File: src/rtl/cwi_pkg.sv
package cwi_pkg;
  localparam int DATA_W  = 16;
  localparam int BYTE_W  = 8;
  localparam int CNT_W   = 4;
  localparam int SYNC_N  = 2;

  typedef enum logic [1:0] {
    CH_NONE  = 2'b00,
    CH_GREEN = 2'b01,
    CH_RED   = 2'b10,
    CH_BLUE  = 2'b11
  } chan_e;
endpackage

File: src/rtl/cwi_window_cmp.sv
module cwi_window_cmp #(
  parameter int BYTE_W = cwi_pkg::BYTE_W
) (
  input  logic [BYTE_W-1:0]   lo_lsb,
  input  logic [BYTE_W-1:0]   lo_msb,
  input  logic [BYTE_W-1:0]   hi_lsb,
  input  logic [BYTE_W-1:0]   hi_msb,
  input  logic [2*BYTE_W-1:0] sample,
  output logic                outside
);
  localparam int W = 2 * BYTE_W;

  logic [W-1:0] lo_thr;
  logic [W-1:0] hi_thr;

  always_comb begin
    lo_thr  = {lo_msb, lo_lsb};
    hi_thr  = {hi_msb, hi_lsb};
    // inclusive at the low edge, exclusive at the high edge
    outside = (sample <= lo_thr) || (sample > hi_thr);
  end
endmodule

File: src/rtl/cwi_persist.sv
module cwi_persist #(
  parameter int CNT_W = cwi_pkg::CNT_W
) (
  input  logic       clk,
  input  logic       rst_n,
  input  logic       sel_none,
  input  logic       hit,
  input  logic       outside,
  input  logic [1:0] persist_sel,
  output logic       trig
);
  logic [CNT_W-1:0] cnt_q, cnt_d;
  logic [CNT_W-1:0] target;
  logic [CNT_W-1:0] bumped;
  logic             cnt_en;

  always_comb begin
    target = CNT_W'(1) << persist_sel;
    bumped = cnt_q + CNT_W'(1);
    if (bumped > target) bumped = target;
    cnt_d  = cnt_q;
    trig   = 1'b0;
    cnt_en = 1'b0;
    if (sel_none) begin
      cnt_d  = '0;
      cnt_en = 1'b1;
    end else if (hit) begin
      cnt_en = 1'b1;
      if (outside) begin
        cnt_d = bumped;
        trig  = (bumped == target);
      end else begin
        cnt_d = '0;
      end
    end
  end

  always_ff @(posedge clk or negedge rst_n) begin
    if (!rst_n)      cnt_q <= '0;
    else if (cnt_en) cnt_q <= cnt_d;
  end
endmodule

File: src/rtl/cwi_flags.sv
module cwi_flags #(
  parameter int NFLAG = 2
) (
  input  logic             clk,
  input  logic             rst_n,
  input  logic [NFLAG-1:0] set_req,
  input  logic             clr,
  output logic [NFLAG-1:0] flag
);
  for (genvar g = 0; g < NFLAG; g++) begin : g_flag
    logic q, d, en;

    always_comb begin
      en = set_req[g] | clr;
      d  = set_req[g];   // set beats clear
    end

    always_ff @(posedge clk or negedge rst_n) begin
      if (!rst_n)  q <= 1'b0;
      else if (en) q <= d;
    end

    assign flag[g] = q;
  end
endmodule

File: src/rtl/cwi_pin.sv
module cwi_pin #(
  parameter int SYNC_N = cwi_pkg::SYNC_N
) (
  input  logic clk,
  input  logic rst_n,
  input  logic pin_in,
  input  logic sync_mode,
  input  logic any_flag,
  output logic int_oe,
  output logic sync_start
);
  logic [SYNC_N-1:0] chain_q, chain_d;
  logic              prev_q;

  always_comb begin
    chain_d    = {chain_q[SYNC_N-2:0], pin_in};
    sync_start = sync_mode & chain_q[SYNC_N-1] & ~prev_q;
    int_oe     = ~sync_mode & any_flag;
  end

  always_ff @(posedge clk or negedge rst_n) begin
    if (!rst_n) begin
      chain_q <= '0;
      prev_q  <= 1'b0;
    end else begin
      chain_q <= chain_d;
      prev_q  <= chain_q[SYNC_N-1];
    end
  end
endmodule

File: src/rtl/colour_window_irq.sv
module colour_window_irq #(
  parameter int BYTE_W = cwi_pkg::BYTE_W,
  parameter int CNT_W  = cwi_pkg::CNT_W,
  parameter int SYNC_N = cwi_pkg::SYNC_N
) (
  input  logic                clk,
  input  logic                rst_n,
  input  logic                res_valid,
  input  logic [1:0]          res_chan,
  input  logic [2*BYTE_W-1:0] res_data,
  input  logic [1:0]          chan_sel,
  input  logic [1:0]          persist_sel,
  input  logic [BYTE_W-1:0]   thr_lo_lsb,
  input  logic [BYTE_W-1:0]   thr_lo_msb,
  input  logic [BYTE_W-1:0]   thr_hi_lsb,
  input  logic [BYTE_W-1:0]   thr_hi_msb,
  input  logic                done_irq_en,
  input  logic                conv_done,
  input  logic                stat_clr,
  input  logic                sync_mode,
  input  logic                int_pin_in,
  output logic                int_oe,
  output logic                thr_flag,
  output logic                done_flag,
  output logic                sync_start
);
  import cwi_pkg::*;

  chan_e      sel;
  logic       sel_none;
  logic       hit;
  logic       outside;
  logic       trig;
  logic [1:0] set_req;
  logic [1:0] flags;

  always_comb begin
    sel      = chan_e'(chan_sel);
    sel_none = (sel == CH_NONE);
    hit      = res_valid && !sel_none && (res_chan == chan_sel);
    set_req  = {conv_done & done_irq_en, trig};
  end

  cwi_window_cmp #(.BYTE_W(BYTE_W)) u_cmp (
    .lo_lsb (thr_lo_lsb),
    .lo_msb (thr_lo_msb),
    .hi_lsb (thr_hi_lsb),
    .hi_msb (thr_hi_msb),
    .sample (res_data),
    .outside(outside)
  );

  cwi_persist #(.CNT_W(CNT_W)) u_persist (
    .clk        (clk),
    .rst_n      (rst_n),
    .sel_none   (sel_none),
    .hit        (hit),
    .outside    (outside),
    .persist_sel(persist_sel),
    .trig       (trig)
  );

  cwi_flags #(.NFLAG(2)) u_flags (
    .clk    (clk),
    .rst_n  (rst_n),
    .set_req(set_req),
    .clr    (stat_clr),
    .flag   (flags)
  );

  assign thr_flag  = flags[0];
  assign done_flag = flags[1];

  cwi_pin #(.SYNC_N(SYNC_N)) u_pin (
    .clk       (clk),
    .rst_n     (rst_n),
    .pin_in    (int_pin_in),
    .sync_mode (sync_mode),
    .any_flag  (flags[0] | flags[1]),
    .int_oe    (int_oe),
    .sync_start(sync_start)
  );
endmodule

File: config.mk
export PLATFORM = sky130hd
export DESIGN_NAME = colour_window_irq
export DESIGN_NICKNAME = d
export VERILOG_FILES = /design/src/rtl/cwi_pkg.sv /design/src/rtl/cwi_window_cmp.sv /design/src/rtl/cwi_persist.sv /design/src/rtl/cwi_flags.sv /design/src/rtl/cwi_pin.sv /design/src/rtl/colour_window_irq.sv
export SDC_FILE = /design/constraint.sdc
export NUM_CORES = 1
export LEC_CHECK = 0
export CAP_MARGIN = 20
export CORE_ASPECT_RATIO = 0.8
export CORE_MARGIN = 2
export CORE_UTILIZATION = 45
export CTS_CLUSTER_DIAMETER = 100
export CTS_CLUSTER_SIZE = 16
export DETAILED_ROUTE_END_ITERATION = 12
export GPL_ROUTABILITY_DRIVEN = 1
export PLACE_DENSITY = 0.85
export SETUP_SLACK_MARGIN = 0.2
export SLEW_MARGIN = 40
export SYNTH_ARGS = -nofsm -noshare
export SYNTH_HDL_FRONTEND = slang
export SYNTH_HIERARCHICAL = 1
export SYNTH_SLANG_ARGS = --single-unit
File: constraint.sdc
create_clock -name clk -period 3.6 [get_ports clk]
set_clock_uncertainty 0.05 [all_clocks]
set_input_delay 1.08 -clock clk [delete_from_list [all_inputs] [get_ports clk]]
set_output_delay 1.08 -clock clk [all_outputs]
set_load 0.005 [all_outputs]
Word-level counts from Yosys, hierarchy flattened
Index checks and enable logic that the tools add are counted.
W data, S select, Z words.
{"block": "totals", "mem_bits_rw": 0, "elab_cells": 37, "reg_bits": 9, "memories": 0, "latchBits": 0, "romBits": 0}
{"block": "op_classes", "n_reduce_logical": 7, "mux": 9, "multipliers": 0, "eq_ne": 2, "div": 0, "n_lt_le_gt_ge": 3, "bitwise_logic": 9, "shifts": 1, "addsub": 1}
{"operator": "$gt A16 B16 Y1", "n": 1}
{"operator": "$le A16 B16 Y1", "n": 1}
{"operator": "$mux W4", "n": 4}
{"operator": "$mux W1", "n": 5}
{"operator": "$add A4 B1 Y4 const B", "n": 1}
{"operator": "$and A1 B1 Y1", "n": 4}
{"operator": "$eq A4 B4 Y1", "n": 1}
{"operator": "$gt A4 B4 Y1", "n": 1}
{"operator": "$shl A1 B2 Y4 const A", "n": 1}
{"operator": "$or A1 B1 Y1", "n": 3}
{"operator": "$eq A2 B2 Y1", "n": 1}
{"operator": "$logic_and A1 B1 Y1", "n": 2}
{"operator": "$logic_not A2 Y1", "n": 1}
{"operator": "$not A1 Y1", "n": 2}
{"operator": "$reduce_and A2 Y1", "n": 1}
{"operator": "$reduce_bool A2 Y1", "n": 1}
{"operator": "$logic_not A1 Y1", "n": 1}
{"operator": "$logic_or A1 B1 Y1", "n": 1}

Longest topological paths before layout
Gate-level depths: netlist of the first run.
{"block": "depth", "ltp_word": 8, "depth_mapped": 12, "mapped_depth_nobuf": 12}

Hierarchy
The synthesis of the first run kept the hierarchy.
{"module": "cwi_window_cmp", "area_per_inst_um2": 798.3, "cells_per_inst": 113, "instances": 1, "seq_area_each_um2": 0.0}
{"module": "cwi_persist", "area_per_inst_um2": 452.9, "cells_per_inst": 54, "instances": 1, "seq_area_each_um2": 100.1}
{"module": "cwi_pin", "area_per_inst_um2": 90.1, "cells_per_inst": 5, "instances": 1, "seq_area_each_um2": 75.1}
{"module": "cwi_flags", "area_per_inst_um2": 83.8, "cells_per_inst": 7, "instances": 1, "seq_area_each_um2": 50.0}
{"module": "colour_window_irq", "area_per_inst_um2": 51.3, "cells_per_inst": 7, "instances": 1, "seq_area_each_um2": 0.0}

Worst setup path before layout of the first run
OpenSTA, ideal clock, no wires.
{"block": "synth_timing", "kind": "input to register", "from": "in thr_hi_msb[2]", "to": "reg u_persist.cnt_q[2]", "path_buffers": 0, "path_slack_ns": 0.273, "stages": 10, "setup_ns": 0.121, "arrival_ns": 3.156, "t_required_ns": 3.429, "path_cell_list": "inv_1 -> ha_1 -> nand4_1 -> or4_1 -> or3_1 -> a221o_1 -> nand2_1 -> or2_1 -> o32ai_1 -> a22o_1"}
{"block": "synth_via", "elab_chain_cells": 5}
{"element": "start: declaration", "line_no": "colour_window_irq.sv:16", "source": "input logic [BYTE_W-1:0] thr_hi_msb,"}
{"element": "$gt A16 B16 Y1", "line_no": "cwi_window_cmp.sv:20", "source": "outside = (sample <= lo_thr) || (sample > hi_thr);"}
{"element": "$logic_or A1 B1 Y1", "line_no": "cwi_window_cmp.sv:20"}
{"element": "via outside", "line_no": "colour_window_irq.sv:32", "source": "logic outside;"}
{"element": "$mux W4", "line_no": "cwi_persist.sv:29", "source": "if (outside) begin"}
{"element": "$mux W4", "line_no": "cwi_persist.sv:27", "source": "end else if (hit) begin"}
{"element": "$mux W4", "line_no": "cwi_persist.sv:24", "source": "if (sel_none) begin"}
{"element": "end signal: assignment", "line_no": "cwi_persist.sv:40", "source": "else if (cnt_en) cnt_q <= cnt_d;"}
{"element": "end: declaration", "line_no": "cwi_persist.sv:12", "source": "logic [CNT_W-1:0] cnt_q, cnt_d;"}
The timed path passes the listed nets, and every way through them passes these cells. The select of a mux whose other input is x is not followed.
A chain may end at the register's enable or synchronous reset.

Worst setup path after layout of the first run
{"block": "layout_timing", "from": "in thr_lo_msb[5]", "to": "reg u_persist.cnt_q[2]"}
{"block": "layout_via", "elab_chain_cells": 5}
{"element": "start: declaration", "line_no": "colour_window_irq.sv:14", "source": "input logic [BYTE_W-1:0] thr_lo_msb,"}
{"element": "$le A16 B16 Y1", "line_no": "cwi_window_cmp.sv:20"}
{"element": "$logic_or A1 B1 Y1", "line_no": "cwi_window_cmp.sv:20"}
{"element": "via outside", "line_no": "colour_window_irq.sv:32"}
{"element": "$mux W4", "line_no": "cwi_persist.sv:29"}
{"element": "$mux W4", "line_no": "cwi_persist.sv:27"}
{"element": "$mux W4", "line_no": "cwi_persist.sv:24"}
The timed path passes the listed nets, and every way through them passes these cells. The select of a mux whose other input is x is not followed.

==> flow_summary.yaml, run 1 <==
status:
  status: "finished, final reports clean"
setup_path:
  startpoint_type: "input pin"
  critPathKind: "input pin to flop"
  cp.arrival_ns: 3.50
  crit_chain: "clkdlybuf4s50_1 > inv_1 > ha_4 > and4_1 > nor4bb_4 > a221oi_2 > a221o_1 > nand2_2 > or2_4 > o32ai_2 > a22o_1"
  slowest_delay_ns: 0.48
  crit_path_top_delay_cell: "clkdlybuf4s50_1"
  r2r_start: "u_persist/cnt_q[0]"
  r2r_cells: 9
  path_max_fanout: 3
  reg2reg_to: "u_persist/cnt_q[1]"
  endpoint_kind: "flop"
  crit_required_ns: 3.71
  r2r_setup_slack_ns: 0.98
global_routing:
  grt_overflow: 0
  grt_pass1_wl_mm: 6.74
  grt_max_degree: 10
  first_global_vias: 1618
  antenna_found_initial: 0
  track_usage_pct: 22.6
sta:
  hold_viol: 0
  finalWorstPathRequiredPeriod_ns: 3.39
  finalCritPeriodShare_pct: 94.2
  setup_viol: 0
  relSlewSlack_pct: 71.2
  fmax_mhz: 295
  worstMarginPinSlew_ns: 0.429
  rsz0062_at_grt: "false"
  final_critical_path_setup_slack_ns: 0.210
  slew_violations: 0
placed_design:
  pre_cts_slack_ns: -0.322
  numPortBuffers: 65
  dp_hpwl_mm: 3.33
  place_congestion: 0.916
logic_synthesis:
  synth_area_leaders: "ha_1, dfrtp_1, inv_1"
  synth_seq_cells: 9
  synth-edff-count: 0
  synth_area_mm2: 0.00148
  ys.flop_type: "dfrtp_1"
  synth_nets: 285
  yosysTopAreaCell: "ha_1"
  synth_warnings: 6
  ys_seq_area_share_pct: 15.3
  async_flop_share_pct: 100
  ys_types: 44
  syn_inst: 186
  synth_top_area_share_pct: 31.4
  syn_avg_cell_area_um2: 7.94
layout:
  drive_above_1_share_pct: 36.6
  most-common-layout-cells: "clkdlybuf4s50_1, clkbuf_2, inv_1"
  fillers: 193
  multi_input_area_mm2: 0.00141
  seqCellArea_um2: 225
  diodes: 0
  area_growth_pct: 72.7
  mostFrequentLayoutCell: "clkdlybuf4s50_1"
  fin_nets: 368
route:
  viasPerCell: 5.55
  num_vias: 1708
  ant_nets: 0
  drt_first_pass_iters: 4
  first_iter_violations: 113
  drt-total-wl_mm: 5.19
  drc: 0
  wire_per_inst_um: 16.9
cts:
  htreeDepth: 1
  root_buffer: "clkbuf_8"
  clock_path_buffers: 2
  cts_tree: "done"
  cts_buffers: 3
  clkLatencyLatePin_ns: 0.23
  cts.clk_slew.worst_paths_ns: 0.04
  clock_sinks: 9
power_and_ir_drop:
  p_leak_nw: 1.30
  total_power_mw: 0.532
  pwr_density_cell_mw_per_mm2: 208
  peakVddDrop_uv: 166
floorplan:
  io_pins: 66
  core_mm2: 0.00311
  start_util_pct: 47.5
  die_y_um: 55.2
  die_area_mm2: 0.00376
  dieWidth_um: 68.0
  rows: 18
hold_path:
  hold_start: "u_pin/chain_q[0]"
  hold_class: "flop to flop"
  min_delay_path_depth: 0
  worstHoldEndpoint: "u_pin/chain_q[1]"
flow_run:
  maxCapViolCount: 0
==> metal layers <==
metal	vias to the layer above	GRT usage [%]	share of wire, %
met2	79	38.3	49
met5	-	0	0
met1	796	31.2	41
li1	819	-	-
met4	0	1.43	2.6
met3	14	3.87	7.5
==> cell usage after synthesis (all sizes together), types with 2 or more instances <==
master / instances
mux2i: 3
dfrtp: 9
xnor2: 2
a221oi: 2
inv: 38
nor2: 9
nand4: 4
nand3: 7
o21ai: 7
a221o: 2
or2: 2
nand2: 16
a21oi: 14
nand2b: 3
a21o: 3
and2: 2
buf: 2
nor2b: 2
and4: 3
o21a: 2
ha: 37
==> worst max path at each step <==
stage,slack [ns],from,cells after the start,endpoint
final,0.21,thr_lo_msb[5],11,u_persist/cnt_q[2]
after global routing,0.13,thr_lo_msb[6],12,u_persist/cnt_q[2]
after CTS,0.20,res_data[8],10,u_persist/cnt_q[2]
after detailed placement,-0.32,thr_hi_msb[1],11,u_persist/cnt_q[2]
after global placement,-0.25,thr_hi_lsb[7],11,u_persist/cnt_q[2]
after floorplan,0.27,thr_hi_msb[2],10,u_persist/cnt_q[2]
==> critical path: cells and delay by family <==
family	cells	cell delay, ns
compound gates	4	0.90
fa+ha+maj	1	0.21
buf+inv	2	0.56
simple gates	4	0.74
==> area by class of cell <==
type,count,area share [%]
timing repair buffer,80,26.5
tap,40,1.96
clock buffer,4,1.77
sequential,9,8.83
inverter,38,5.59
multi-input combinational,137,55.3
==> sequential cells by signal (all words and copies together), names as in the netlist <==
name              cells
u_persist/cnt_q       4
u_pin/prev_q          1
u_flags/g_flag.q      2
u_pin/chain_q         2
==> kinds of logic (layout without fill, tap and decap cells) <==
kind of cell    after synthesis  after routing  synth area share, %
xor+xnor                      3              3                 2.29
mux                           3              3                 2.03
fa+ha+maj                    37             37                 31.4
flops                         9              9                 15.3
buf+inv                      40            122                 10.7
simple gates                 54             54                 20.0
compound gates               40             40                 18.4
==> through the flow <==
stage	instance area [µm²]	std cells	setup TNS (ns)	utilization (%)	hold WS [ns]
3_5_place_dp	2270	303	-1.37	72.9	0.300
6_report	2550	308	0	82.0	0.295
4_1_cts	2450	307	0	79.0	0.311
3_3_place_gp	2270	303	-1.05	72.9	0.283
2_1_floorplan	1480	186	0	-	0.281
5_1_grt	2550	308	0	82.0	0.299
==> power breakdown <==
group / switching (mW) / internal (mW) / total [mW]
registers: 0.00897 / 0.108 / 0.117
clock network: 0.0389 / 0.0771 / 0.116
logic: 0.139 / 0.159 / 0.298
==> repair_timing <==
item | CTS | global route
hold buffers | 0 | 0
gates cloned | 0 | 0
pin swaps | 28 | 27
endpoints found under the setup margin | 6 | 5
gates resized for setup | 56 | 79
setup buffers | 0 | 1
Note: power is estimated with default switching activity, not from simulation.
==> inputs of run 2 (changes only) <==
--- a/config.mk
+++ b/config.mk
@@ -10,7 +10,7 @@
 export CORE_MARGIN = 2
 export CORE_UTILIZATION = 45
 export CTS_CLUSTER_DIAMETER = 100
-export CTS_CLUSTER_SIZE = 16
+export CTS_CLUSTER_SIZE = 10
 export DETAILED_ROUTE_END_ITERATION = 12
 export GPL_ROUTABILITY_DRIVEN = 1
 export PLACE_DENSITY = 0.85
==> results of run 2 <==
The final DEF is identical to that of run 1; final timing and power are the same.
